===== src/rtl/hwc_pkg.sv =====
package hwc_pkg;
    localparam int HC_TMR_BIT = 1;
    localparam int HC_IRQ_BIT = 3;

    function automatic logic code_enters(input logic [3:0] c);
        return !c[0] && !c[2] && (c[HC_TMR_BIT] || c[HC_IRQ_BIT]);
    endfunction
endpackage


===== src/rtl/hwc_timer.sv =====
module hwc_timer #(
    parameter int P0 = 1000,
    parameter int P1 = 5000,
    parameter int P2 = 100000,
    parameter int P3 = 250000
) (
    input  logic       clk,
    input  logic       rst_n,
    input  logic       tick,
    input  logic [1:0] sel,
    input  logic       test_clr,
    output logic       carry,
    output logic       carry_evt
);
    localparam int PA    = (P0 > P1) ? P0 : P1;
    localparam int PB    = (P2 > P3) ? P2 : P3;
    localparam int PMAX  = (PA > PB) ? PA : PB;
    localparam int CNT_W = $clog2(PMAX + 1);

    typedef struct packed {
        logic [CNT_W-1:0] cnt;
        logic             carry;
    } tmr_t;

    tmr_t s_q, s_d;
    logic [CNT_W-1:0] lim;
    logic             term;

    always_comb begin
        case (sel)
            2'd0:    lim = CNT_W'(P0);
            2'd1:    lim = CNT_W'(P1);
            2'd2:    lim = CNT_W'(P2);
            default: lim = CNT_W'(P3);
        endcase
        term = tick && (s_q.cnt >= lim - 1'b1);
        s_d  = s_q;
        if (term)      s_d.cnt = '0;
        else if (tick) s_d.cnt = s_q.cnt + 1'b1;
        s_d.carry = term || (s_q.carry && !test_clr);
    end

    always_ff @(posedge clk) begin
        if (!rst_n) s_q <= '0;
        else        s_q <= s_d;
    end

    assign carry     = s_q.carry;
    assign carry_evt = term;

    AST_CARRY_SET_WINS: assert property (@(posedge clk) disable iff (!rst_n)
        carry_evt |=> carry);
    AST_CARRY_CLEARED: assert property (@(posedge clk) disable iff (!rst_n)
        (test_clr && !carry_evt) |=> !carry);
    AST_CARRY_STICKY: assert property (@(posedge clk) disable iff (!rst_n)
        (carry && !test_clr) |=> carry);
endmodule


===== src/rtl/hwc_irq.sv =====
module hwc_irq #(
    parameter int NSRC = 4,
    localparam int IW = (NSRC > 1) ? $clog2(NSRC) : 1
) (
    input  logic            clk,
    input  logic            rst_n,
    input  logic            gie_set,
    input  logic            gie_clr,
    input  logic            en_wr,
    input  logic [NSRC-1:0] en_wdata,
    input  logic [NSRC-1:0] req,
    input  logic            ack_allow,
    output logic            gie,
    output logic [NSRC-1:0] pend,
    output logic [NSRC-1:0] en,
    output logic            ack_valid,
    output logic [IW-1:0]   ack_idx
);
    typedef struct packed {
        logic            gie;
        logic [NSRC-1:0] pend;
        logic [NSRC-1:0] en;
    } irq_t;

    irq_t s_q, s_d;
    logic [NSRC-1:0] elig;
    logic [NSRC-1:0] ack_vec;

    always_comb begin
        elig    = s_q.pend & s_q.en & {NSRC{s_q.gie}};
        ack_idx = '0;
        ack_vec = '0;
        for (int i = NSRC - 1; i >= 0; i--) begin
            if (elig[i]) begin
                ack_idx = IW'(i);
                ack_vec = NSRC'(1) << i;
            end
        end
        ack_valid = ack_allow && (elig != '0);
        if (!ack_valid) ack_vec = '0;

        s_d      = s_q;
        s_d.pend = (s_q.pend & ~ack_vec) | req;
        if (en_wr) s_d.en = en_wdata;
        if (ack_valid)    s_d.gie = 1'b0;
        else if (gie_clr) s_d.gie = 1'b0;
        else if (gie_set) s_d.gie = 1'b1;
    end

    always_ff @(posedge clk) begin
        if (!rst_n) s_q <= '0;
        else        s_q <= s_d;
    end

    assign gie  = s_q.gie;
    assign pend = s_q.pend;
    assign en   = s_q.en;

    AST_ACK_ONEHOT: assert property (@(posedge clk) disable iff (!rst_n)
        $onehot0(ack_vec));
    AST_ACK_DROPS_GIE: assert property (@(posedge clk) disable iff (!rst_n)
        ack_valid |=> !gie);
    AST_ACK_NEEDS_ALL: assert property (@(posedge clk) disable iff (!rst_n)
        ack_valid |-> (gie && pend[ack_idx] && en[ack_idx]));
endmodule


===== src/rtl/halt_wake_ctrl.sv =====
module halt_wake_ctrl
    import hwc_pkg::*;
#(
    parameter int              PC_W     = 12,
    parameter int              NSRC     = 4,
    parameter logic [PC_W-1:0] VEC_BASE = 12'hF00,
    parameter int              P0       = 1000,
    parameter int              P1       = 5000,
    parameter int              P2       = 100000,
    parameter int              P3       = 250000
) (
    input  logic            clk,
    input  logic            rst_n,
    input  logic            tick_1mhz,
    input  logic [1:0]      tmr_sel,
    input  logic            carry_test,
    output logic            carry_flag,
    input  logic            halt_req,
    input  logic [3:0]      halt_code,
    input  logic [PC_W-1:0] halt_pc,
    input  logic            gie_set,
    input  logic            gie_clr,
    input  logic            ien_wr,
    input  logic [NSRC-1:0] ien_wdata,
    input  logic [NSRC-1:0] irq_req,
    output logic            halted,
    output logic            wake,
    output logic [PC_W-1:0] resume_pc,
    output logic            to_vector,
    output logic [PC_W-1:0] ret_pc,
    output logic            gie,
    output logic [NSRC-1:0] irq_pending,
    output logic [NSRC-1:0] irq_enable
);
    localparam int IW = (NSRC > 1) ? $clog2(NSRC) : 1;

    typedef struct packed {
        logic            halted;
        logic            tmr_mode;
        logic            irq_mode;
        logic [PC_W-1:0] hpc;
        logic            wake;
        logic            tovec;
        logic [PC_W-1:0] resume;
        logic [PC_W-1:0] ret;
    } ctl_t;

    ctl_t s_q, s_d;
    logic carry_evt;
    logic ack_valid;
    logic [IW-1:0] ack_idx;

    hwc_timer #(.P0(P0), .P1(P1), .P2(P2), .P3(P3)) u_tmr (
        .clk      (clk),
        .rst_n    (rst_n),
        .tick     (tick_1mhz),
        .sel      (tmr_sel),
        .test_clr (carry_test),
        .carry    (carry_flag),
        .carry_evt(carry_evt)
    );

    hwc_irq #(.NSRC(NSRC)) u_irq (
        .clk      (clk),
        .rst_n    (rst_n),
        .gie_set  (gie_set),
        .gie_clr  (gie_clr),
        .en_wr    (ien_wr),
        .en_wdata (ien_wdata),
        .req      (irq_req),
        .ack_allow(s_q.halted && s_q.irq_mode),
        .gie      (gie),
        .pend     (irq_pending),
        .en       (irq_enable),
        .ack_valid(ack_valid),
        .ack_idx  (ack_idx)
    );

    always_comb begin
        s_d      = s_q;
        s_d.wake = 1'b0;
        if (!s_q.halted) begin
            if (halt_req && code_enters(halt_code)) begin
                s_d.halted   = 1'b1;
                s_d.tmr_mode = halt_code[HC_TMR_BIT];
                s_d.irq_mode = halt_code[HC_IRQ_BIT];
                s_d.hpc      = halt_pc;
            end
        end else if (ack_valid) begin
            s_d.halted = 1'b0;
            s_d.wake   = 1'b1;
            s_d.tovec  = 1'b1;
            s_d.resume = VEC_BASE + PC_W'(ack_idx);
            s_d.ret    = s_q.hpc + 1'b1;
        end else if (s_q.tmr_mode && carry_evt) begin
            s_d.halted = 1'b0;
            s_d.wake   = 1'b1;
            s_d.tovec  = 1'b0;
            s_d.resume = s_q.hpc + 1'b1;
            s_d.ret    = s_q.hpc + 1'b1;
        end
    end

    always_ff @(posedge clk) begin
        if (!rst_n) s_q <= '0;
        else        s_q <= s_d;
    end

    assign halted    = s_q.halted;
    assign wake      = s_q.wake;
    assign resume_pc = s_q.resume;
    assign to_vector = s_q.tovec;
    assign ret_pc    = s_q.ret;

    AST_NOOP_CODE: assert property (@(posedge clk) disable iff (!rst_n)
        (!halted && halt_req && !code_enters(halt_code)) |=> !halted);
    AST_WAKE_FROM_HALT: assert property (@(posedge clk) disable iff (!rst_n)
        wake |-> ($past(halted) && !halted));
    AST_TIMER_WAKE_CARRY: assert property (@(posedge clk) disable iff (!rst_n)
        (wake && !to_vector) |-> (carry_flag && resume_pc == ret_pc));
    AST_VEC_WAKE_GIE: assert property (@(posedge clk) disable iff (!rst_n)
        (wake && to_vector) |-> ($past(gie) && !gie));
    AST_HALT_PC_KEPT: assert property (@(posedge clk) disable iff (!rst_n)
        (halted && $past(halted)) |-> $stable(s_q.hpc));
endmodule


===== config.mk =====
export PLATFORM = sky130hd
export DESIGN_NAME = halt_wake_ctrl
export DESIGN_NICKNAME = d
export VERILOG_FILES = /design/src/rtl/hwc_pkg.sv /design/src/rtl/hwc_timer.sv /design/src/rtl/hwc_irq.sv /design/src/rtl/halt_wake_ctrl.sv
export SDC_FILE = /design/constraint.sdc
export NUM_CORES = 1
export LEC_CHECK = 0
export BUFFER_PORTS_ARGS = -buffer_cell sky130_fd_sc_hd__buf_2
export CORE_MARGIN = 5
export CORE_UTILIZATION = 45
export DETAILED_ROUTE_END_ITERATION = 8
export PLACE_DENSITY = 0.72
export SLEW_MARGIN = 20
export SYNTH_ARGS = -nofsm -noshare
export SYNTH_HDL_FRONTEND = slang
export SYNTH_SLANG_ARGS = --single-unit
export TNS_END_PERCENT = 1

===== constraint.sdc =====
create_clock -name clk -period 4.2 [get_ports clk]
set_clock_uncertainty 0.2 [all_clocks]
set_input_delay 0.21 -clock clk [delete_from_list [all_inputs] [get_ports clk]]
set_output_delay 0.21 -clock clk [all_outputs]
set_load 0.005 [all_outputs]

==> flow_summary.ini, run 1 <==
[outcome]
outcome = complete, no violations

[synthesis]
synth-seq-cells = 69
synth_edf_count = 0
synthArstFlopShare = 0
avgSynthCellArea_um2 = 8.99
syn_nets = 447
yosys_most_used_dff = dfxtp_1
ys_seq_area_frac = 0.386
synthCells = 398
yosys.cell_types.count = 51
synth_area_um2 = 3580
ys_warn_count = 0

[global_routing]
grt_pass1_wl_um = 13200
gr-total-overflow = 0
antenna_found_initial = 0
grt_usage = 0.165
grt_max_degree = 70
grt_pass1_vias = 2828

[timing]
min_period_ns = 2.63
fmax_mhz = 380
maxSlewViolCount = 0
worst_pin_slew_ns = 1.03
relSlewSlack = 0.315
finalHoldViolCount = 0
rsz0062_at_grt = false
fin_crit_sh = 0.626
fin_tns_setup_ns = 0
setup_viol = 0

[cts]
clkSlewWorstSetupHoldPaths_ns = 0.07
clock_latency_ns = 0.35
htreeDepth = 3
ctsRootBufferMaster = clkbuf_8
ctsResizeCount = 0
cts_buffer_depth = 2
cts_tree = built
cts_made_buffers = 9
cts.sinks = 69

[power_and_ir_drop]
pwr-share-clk = 0.410
peakVddDrop_v = 0.000173
p_comb_frac = 0.080
p_leak_nw = 1.74
pwr-share-seq = 0.510
p_sw_frac = 0.242
finalPower_mw = 1.33
p_int_mw = 1.01
p_per_area_nw_per_um2 = 316
p_sw_uw = 323

[worst_setup_path]
cp-end-kind = flop
cp_max_fo = 36
required_ns = 4.24
cp_data_arrival_time_ns = 2.67
crit_type = flop to flop
start_kind = flop
reg2reg_depth = 6

[finish]
drive_gt1_frac = 0.219
area_growth_pct = 17.9
fin_nets = 510
layout.cells.non_filler = 568
final_core_util = 0.546
antennaDiodeCount = 0

[route]
vias_per_cell = 5.03
drc_errors = 0
routed_wl_um = 7780
wl_per_cell_um = 13.7
ant_nets = 0
vias = 2858
first_pass_iters = 4
drtIter0Drc = 107

[floorplanning]
die_x_um = 99.2
die_y_um = 99.2
dieArea_um2 = 9840
io_pins = 71
core_um2 = 7730
core.rowCount = 32
start_util = 0.463

[placed_design]
dpl.hpwl_um = 5600
place_congestion = 0.801
dpl.cell_count = 527
portBuffers = 70

[hold_path]
hold_class = primary input to flop
whs_path_depth = 3

[flow_run]
max_cap_viol_count = 0
## metrics by stage
| stage | worst slack (ns) | area, um2 | hold WS [ns] |
|---|---|---|---|
| floorplan | 1.88 | 3580 | 0.0867 |
| CTS | 1.59 | 4220 | 0.00755 |
| global route | 1.34 | 4220 | 0.0169 |
| detailed placement | 1.32 | 3770 | 0.178 |
| global placement | 1.45 | 3770 | 0.178 |
| finish | 1.57 | 4220 | 0.0245 |
## power groups by stage
stage | Clock, mW | Sequential (mW) | Combinational [mW]
5_1_grt | 0.588 | 0.683 | 0.119
3_5_place_dp | 0 | 0.695 | 0.0886
6_report | 0.547 | 0.680 | 0.106
4_1_cts | 0.562 | 0.680 | 0.107
3_3_place_gp | 0 | 0.695 | 0.0866
2_1_floorplan | 0 | 0.692 | 0.0617
## final cells by class
type,count,area (um2)
fill,701,3510
multi-input combinational,279,1880
sequential,69,1380
timing repair buffer,95,601
clock buffer,10,138
tap,102,128
clock inverter,6,62.6
inverter,7,26.3
## per-layer routing
metal  share of wire  track usage
met1            0.48        0.214
met2            0.46        0.261
met3           0.040       0.0288
met4           0.019       0.0882
met5               0            0
## Yosys cell counts, types with 2 or more instances
| library cell | instances | area share |
|---|---|---|
| a21oi_1 | 13 | 0.018 |
| a22oi_1 | 2 | 0.0042 |
| and2_1 | 4 | 0.0070 |
| and3_1 | 4 | 0.0070 |
| buf_2 | 4 | 0.0056 |
| buf_4 | 27 | 0.057 |
| clkbuf_1 | 9 | 0.0094 |
| dfxtp_1 | 69 | 0.39 |
| ha_1 | 15 | 0.052 |
| inv_1 | 7 | 0.0073 |
| mux2i_1 | 19 | 0.053 |
| nand2_1 | 47 | 0.049 |
| nand3_1 | 26 | 0.036 |
| nand4_1 | 7 | 0.012 |
| nor2_1 | 29 | 0.030 |
| nor2b_1 | 25 | 0.044 |
| nor3_1 | 2 | 0.0028 |
| nor4_1 | 2 | 0.0035 |
| nor4b_1 | 3 | 0.0073 |
| o211a_1 | 3 | 0.0084 |
| o21a_1 | 2 | 0.0042 |
| o21ai_0 | 16 | 0.022 |
| o21ai_1 | 2 | 0.0028 |
| o221a_2 | 4 | 0.013 |
| o22ai_1 | 6 | 0.010 |
| xnor2_1 | 8 | 0.020 |
| xor2_1 | 19 | 0.047 |
## flip-flops by register name (all words and copies together), names as in the netlist
register and cells:
u_irq.gie 1, ret_pc 12, u_irq.pend 4, s_q 14, halted 1, resume_pc 12, u_irq.en 4, wake 1
to_vector 1, u_tmr.s_q 18, u_tmr.carry 1
## worst max-delay path, cell delays in order, from the launching register on
cell     delay, ns
dfxtp_1       0.56
nand3_1       0.19
a21oi_2       0.46
o21ai_1       0.20
a21oi_4       0.63
nand2_1       0.12
o211a_1       0.16
## placed cells by master (no fill, tap or decap), drive strengths merged, types with 2 or more instances in the layout
cell type | Yosys | layout
o21a | 2 | 2
o211a | 3 | 3
xnor2 | 8 | 8
nor2 | 30 | 30
nand3 | 26 | 26
dfxtp | 69 | 69
dlygate4sd3 | 0 | 25
nor2b | 25 | 25
ha | 15 | 15
xor2 | 19 | 19
a21oi | 15 | 15
inv | 7 | 7
nor4 | 3 | 3
nor4b | 3 | 3
o22ai | 6 | 6
nand2 | 48 | 48
clkinv | 0 | 2
buf | 34 | 70
a22oi | 3 | 3
mux2i | 19 | 19
and2 | 4 | 4
a211oi | 2 | 2
clkbuf | 9 | 10
and3 | 4 | 4
nand4 | 8 | 8
clkinvlp | 0 | 3
o221a | 4 | 4
nor3 | 2 | 2
o21ai | 18 | 18
## cells by family (layout without fill, tap and decap cells)
group | after synthesis | after routing | share of synthesized area
multiplexers | 19 | 19 | 0.0531
flip-flops | 69 | 69 | 0.386
AND/OR/NAND/NOR | 158 | 158 | 0.234
buffers and inverters | 50 | 118 | 0.0874
adder cells (fa/ha/maj) | 15 | 15 | 0.0524
XOR/XNOR | 27 | 27 | 0.0661
other | 1 | 1 | 0.00105
AO/OA/AOI/OAI | 59 | 59 | 0.120
## path summary, 6_finish.rpt
check                                from            to  slack (ns)
worst max-delay path               halted     ret_pc[8]        1.57
worst min-delay path            tick_1mhz  u_tmr.s_q[1]        0.02
worst max register to register     halted     ret_pc[8]        1.57
worst min register to register  ret_pc[4]     ret_pc[4]        0.26
## what timing repair did
action | in CTS | in global routing
endpoints found under the setup margin | 0 | 0
hold buffers | 25 | 0
buffers inserted | 0 | 0
endpoints found under the hold margin | 24 | 0
Power figures use the tool's default switching activity.
==> inputs of run 2 (changes only) <==
==> constraint.sdc (replaced) <==
create_clock -name clk -period 2.5 [get_ports clk]
set_clock_uncertainty 0.2 [all_clocks]
set_input_delay 0.125 -clock clk [delete_from_list [all_inputs] [get_ports clk]]
set_output_delay 0.125 -clock clk [all_outputs]
set_load 0.005 [all_outputs]
==> flow_summary.ini, run 2 (synthesis results as in run 1) <==
[worst_setup_path]
slowest_delay_ns = 0.37
crit_type = flop to flop
start_kind = flop
cp_data_arrival_time_ns = 2.32
cp_max_fo = 9
cp_slowest_cell = dfxtp_1
cp_cell_sequence = ha_1 > a21oi_1 > o21ai_0 > a211oi_4 > nand2_4 > nor4b_1 > or3_1
required_ns = 2.51
cp-end-kind = flop

[floorplanning]
die_y_um = 99.2
die_x_um = 99.2
io_pins = 71
core_um2 = 7730
dieArea_um2 = 9840
start_util = 0.463
core.rowCount = 32

[global_routing]
grt_use_met2 = 0.285
grt_pass1_wl_um = 13500
grt_max_degree = 42
grt_pass1_vias = 2888
antenna_found_initial = 0
grt_util_met1 = 0.210
gr-total-overflow = 0
grt_usage = 0.166
use_met3 = 0.0259
busiest_layer = met2

[power_and_ir_drop]
p_per_area_nw_per_um2 = 520
p_leak_nw = 1.82
finalPower_mw = 2.29
peakVddDrop_v = 0.000265

[finish]
layout_common_cells = buf_2 (70), dfxtp_1 (69), nand2_1 (47)
area_growth_pct = 22.7
fin_nets = 525
multi_input_area_um2 = 1900
final_core_util = 0.568
layout.cells.non_filler = 583
seq_area_um2 = 1380
final_common_cell = buf_2
fillers = 688
largest_reg_flops = 18
drive_gt1_frac = 0.231
antennaDiodeCount = 0
regMostFlops = u_tmr.s_q
reg_top3 = u_tmr.s_q: 18 flops, s_q: 14 flops

[route]
vias = 2923
first_pass_iters = 4
routed_wl_um = 7850
ant_nets = 0
wl_per_cell_um = 13.5
drc_errors = 0
vias_per_cell = 5.01
drtIter0Drc = 136

[placed_design]
dpl.hpwl_um = 5700
place_congestion = 0.807
portBuffers = 70
dpl.cell_count = 537

[cts]
cts_made_buffers = 9
htreeDepth = 3
ctsRootBufferMaster = clkbuf_8
cts_buffer_depth = 2
cts_tree = built
clock_latency_ns = 0.33
cts.sinks = 69
clkSlewWorstSetupHoldPaths_ns = 0.07

[timing]
worst_pin_slew_ns = 0.502
relSlewSlack = 0.666
fin_crit_sh = 0.923
rsz0062_at_grt = false
min_period_ns = 2.31
fin_tns_setup_ns = 0
fmax_mhz = 433
setup_viol = 0
finalHoldViolCount = 0
maxSlewViolCount = 0

[hold_path]
hold_class = primary input to flop

[flow_run]
max_cap_viol_count = 0

[outcome]
outcome = complete, no violations
[run 2: cell types whose count changed in the layout (fill, tap and decap cells not counted)]
cell	before	now
clkbuf_1	0	1
inv_6	0	1
buf_12	0	2
clkinv_2	2	0
dlygate4sd3_1	25	30
buf_4	0	8
o2111ai_2	1	0
clkinvlp_4	3	1
clkinv_4	0	1
o2111ai_4	0	1
clkbuf_8	10	11
[run 2: final cells by class]
type | count | share of cell area
multi-input cells | 279 | 0.432
well taps | 102 | 0.0291
clock buffers | 12 | 0.0353
inverters | 7 | 0.00598
repair buffers | 110 | 0.171
clock inverters | 4 | 0.0125
flip-flops and latches | 69 | 0.315
[run 2: final timing paths]
kind	to	cells after the start	slack, ns	start
worst max-delay path	resume_pc[1]	7	0.19	u_tmr.s_q[8]
worst min-delay path	halted	2	0.05	rst_n
worst min register to register	ret_pc[11]	2	0.26	ret_pc[11]
worst max register to register	resume_pc[1]	7	0.19	u_tmr.s_q[8]
[run 2: stage by stage]
stage	setup slack (ns)	area, um2	hold WS [ns]
floorplan	0.263	3580	0.00174
global placement	0.0934	3870	0.0930
detailed placement	-0.0137	3870	0.0990
CTS	0.131	4380	0.0495
global route	0.0323	4390	0.0824
finish	0.193	4390	0.0542
[run 2: worst max-delay path: cells and delay by family (launching register included)]
| family | cells | cell delay, ns |
|---|---|---|
| AO/OA/AOI/OAI | 3 | 0.66 |
| AND/OR/NAND/NOR | 3 | 0.62 |
| flip-flops | 1 | 0.37 |
| adder cells (fa/ha/maj) | 1 | 0.33 |
[run 2: routing by layer]
layer / wire [um] / vias to the layer above
met5: 0 / -
met1: 3620 / 1354
met2: 3900 / 61
met3: 268 / 4
met4: 58 / 0
li1: - / 1504
[run 2: where the power goes]
group / internal, mW / total [mW] / switching (mW)
Combinational: 0.111 / 0.203 / 0.0923
Clock: 0.521 / 0.942 / 0.421
Sequential: 1.12 / 1.14 / 0.0211
[run 2: what timing repair did]
item                                    CTS  global route
hold buffers                             30             0
endpoints found under the setup margin    0             2
setup buffers                             0             0
gates resized for setup                   0             1
hold endpoints to repair                 27             0
==> inputs of run 3 (changes only) <==
--- a/config.mk
+++ b/config.mk
@@ -8,8 +8,9 @@
 export BUFFER_PORTS_ARGS = -buffer_cell sky130_fd_sc_hd__buf_2
 export CORE_MARGIN = 5
 export CORE_UTILIZATION = 45
+export CTS_CLUSTER_SIZE = 40
 export DETAILED_ROUTE_END_ITERATION = 8
-export PLACE_DENSITY = 0.72
+export PLACE_DENSITY = 0.75
 export SLEW_MARGIN = 20
 export SYNTH_ARGS = -nofsm -noshare
 export SYNTH_HDL_FRONTEND = slang
==> constraint.sdc (replaced) <==
create_clock -name clk -period 2 [get_ports clk]
set_clock_uncertainty 0.2 [all_clocks]
set_input_delay 0.1 -clock clk [delete_from_list [all_inputs] [get_ports clk]]
set_output_delay 0.1 -clock clk [all_outputs]
set_load 0.005 [all_outputs]
==> flow_summary.ini, run 3 (synthesis results as in run 1) <==
[placed_design]
dpl.cell_count = 562
portBuffers = 70
dpl.hpwl_um = 5990
dp_slack_ns = -0.304
place_congestion = 0.848

[worst_setup_path]
reg2reg_depth = 10
start_kind = flop
r2r_start = u_tmr.s_q[18]
crit_buf_inv = 3
r2r_slack_ns = -0.12
cp_cell_sequence = ha_4 > nand4_4 > buf_12 > nor2_4 > a211oi_4 > buf_6 > a21oi_4 > buf_12 > nand2_1 > o211a_1
cp-end-kind = flop
path_common_cell = buf_12
crit_type = flop to flop
required_ns = 2.03
cp_data_arrival_time_ns = 2.16
r2r_end = ret_pc[0]
cp_max_fo = 18
cp_slowest_cell = dfxtp_4
slowest_delay_ns = 0.36
crit_family = buffers and inverters

[timing]
rsz0062_at_grt = true
maxSlewViolCount = 0
min_period_ns = 2.12
setup_viol = 44
fin_tns_setup_ns = -3.54
fin_crit_sh = 1.06
setup_ws_ns = -0.121
fmax_mhz = 471
finalHoldViolCount = 0

[power_and_ir_drop]
finalPower_mw = 2.71
p_int_mw = 2.01
p_comb_frac = 0.113
p_leak_nw = 2.01
pwr-share-seq = 0.523
p_sw_uw = 693
p_sw_frac = 0.256
pwr-share-clk = 0.364
p_per_area_nw_per_um2 = 554
peakVddDrop_v = 0.000351

[global_routing]
grt_usage = 0.180
grt_pass1_vias = 3115
gr-total-overflow = 0
antenna_found_initial = 0
grt_pass1_wl_um = 14600
grt_max_degree = 56

[finish]
fin_nets = 559
layout.cells.non_filler = 617
reg_top3 = u_tmr.s_q: 18 flops, s_q: 14 flops
fillers = 635
regMostFlops = u_tmr.s_q
final_core_util = 0.632
antennaDiodeCount = 0
multi_input_area_um2 = 2110
layout_common_cells = buf_2 (70), dfxtp_1 (62), nand2_1 (46)
drive_gt1_frac = 0.348
area_growth_pct = 36.4
final_common_cell = buf_2
seq_area_um2 = 1400
largest_reg_flops = 18

[cts]
ctsRootBufferMaster = clkbuf_8
clock_latency_ns = 0.34
clkSlewWorstSetupHoldPaths_ns = 0.07
cts.sinks = 69
htreeDepth = 3
cts_tree = built
cts_made_buffers = 9
cts_buffer_depth = 2

[hold_path]
holdPathEnd = halted
min-delay-start = halt_code[0]
hold_class = primary input to flop
whs_path_depth = 5

[outcome]
outcome = finished with violations
violations = setup timing

[route]
vias_per_cell = 5.02
drtIter0Drc = 171
vias = 3097
routed_wl_um = 8590
first_pass_iters = 7
ant_nets = 0
drc_errors = 0
wl_per_cell_um = 13.9

[floorplanning]
dieArea_um2 = 9840
core.rowCount = 32
io_pins = 71
die_x_um = 99.2
start_util = 0.463
core_um2 = 7730
die_y_um = 99.2

[flow_run]
max_cap_viol_count = 0
[run 3: changes by cell type in the layout (fill, tap and decap cells not counted), sizes merged]
cell	change
dlygate4sd3	+3
bufinv	-1
nand2	+1
buf	+29
inv	+1
clkbuf	-1
clkinv	+2
[run 3: through the flow]
stage	cell area (um2)	hold slack, ns
6_report	4880	0.176
5_1_grt	4880	0.208
4_1_cts	4760	0.167
3_5_place_dp	4180	0.0729
3_3_place_gp	4180	0.0766
2_1_floorplan	3690	-0.0233
[run 3: worst max-delay path by stage]
stage             startpoint             to  slack [ns]  cells after the start
2_1_floorplan  u_tmr.s_q[13]  resume_pc[11]       -0.06                      7
3_3_place_gp      tmr_sel[0]   resume_pc[1]       -0.21                     11
3_5_place_dp      tmr_sel[0]   resume_pc[1]       -0.30                     10
4_1_cts        u_tmr.s_q[18]   resume_pc[1]       -0.14                      7
5_1_grt        u_tmr.s_q[13]   resume_pc[5]       -0.21                      9
6_report       u_tmr.s_q[18]      ret_pc[0]       -0.12                     10
[run 3: power groups by stage]
stage | Clock (mW) | Combinational, mW | Sequential [mW]
2_1_floorplan | 0 | 0.141 | 1.45
3_3_place_gp | 0 | 0.233 | 1.45
3_5_place_dp | 0 | 0.240 | 1.45
4_1_cts | 1.01 | 0.298 | 1.41
5_1_grt | 1.08 | 0.335 | 1.42
6_report | 0.984 | 0.306 | 1.42
[run 3: routing by layer]
layer,global-route usage,share of wire,up-vias
li1,-,-,1575
met3,0.0337,0.044,18
met2,0.285,0.47,77
met4,0.0788,0.024,0
met1,0.241,0.46,1427
met5,0,0,-
[run 3: final cells by class]
cell class	instances	share of cell area
tap	102	0.0261
clock buffer	10	0.0261
inverter	7	0.00538
multi-input combinational	280	0.431
clock inverter	6	0.00769
timing repair buffer	143	0.217
sequential	69	0.286
[run 3: what timing repair did]
action,in CTS,in global routing
endpoints found under the hold margin,27,0
hold buffers,33,0
buffers inserted,3,1
gates resized for setup,14,29
pin swaps,24,8
gates cloned,1,1
setup endpoints to repair,45,47
[run 3: worst min-delay path: stages]
cell and delay, ns:
buf_2 0.08, nor4b_1 0.04, o21a_1 0.12, buf_12 0.16
o21a_1 0.18
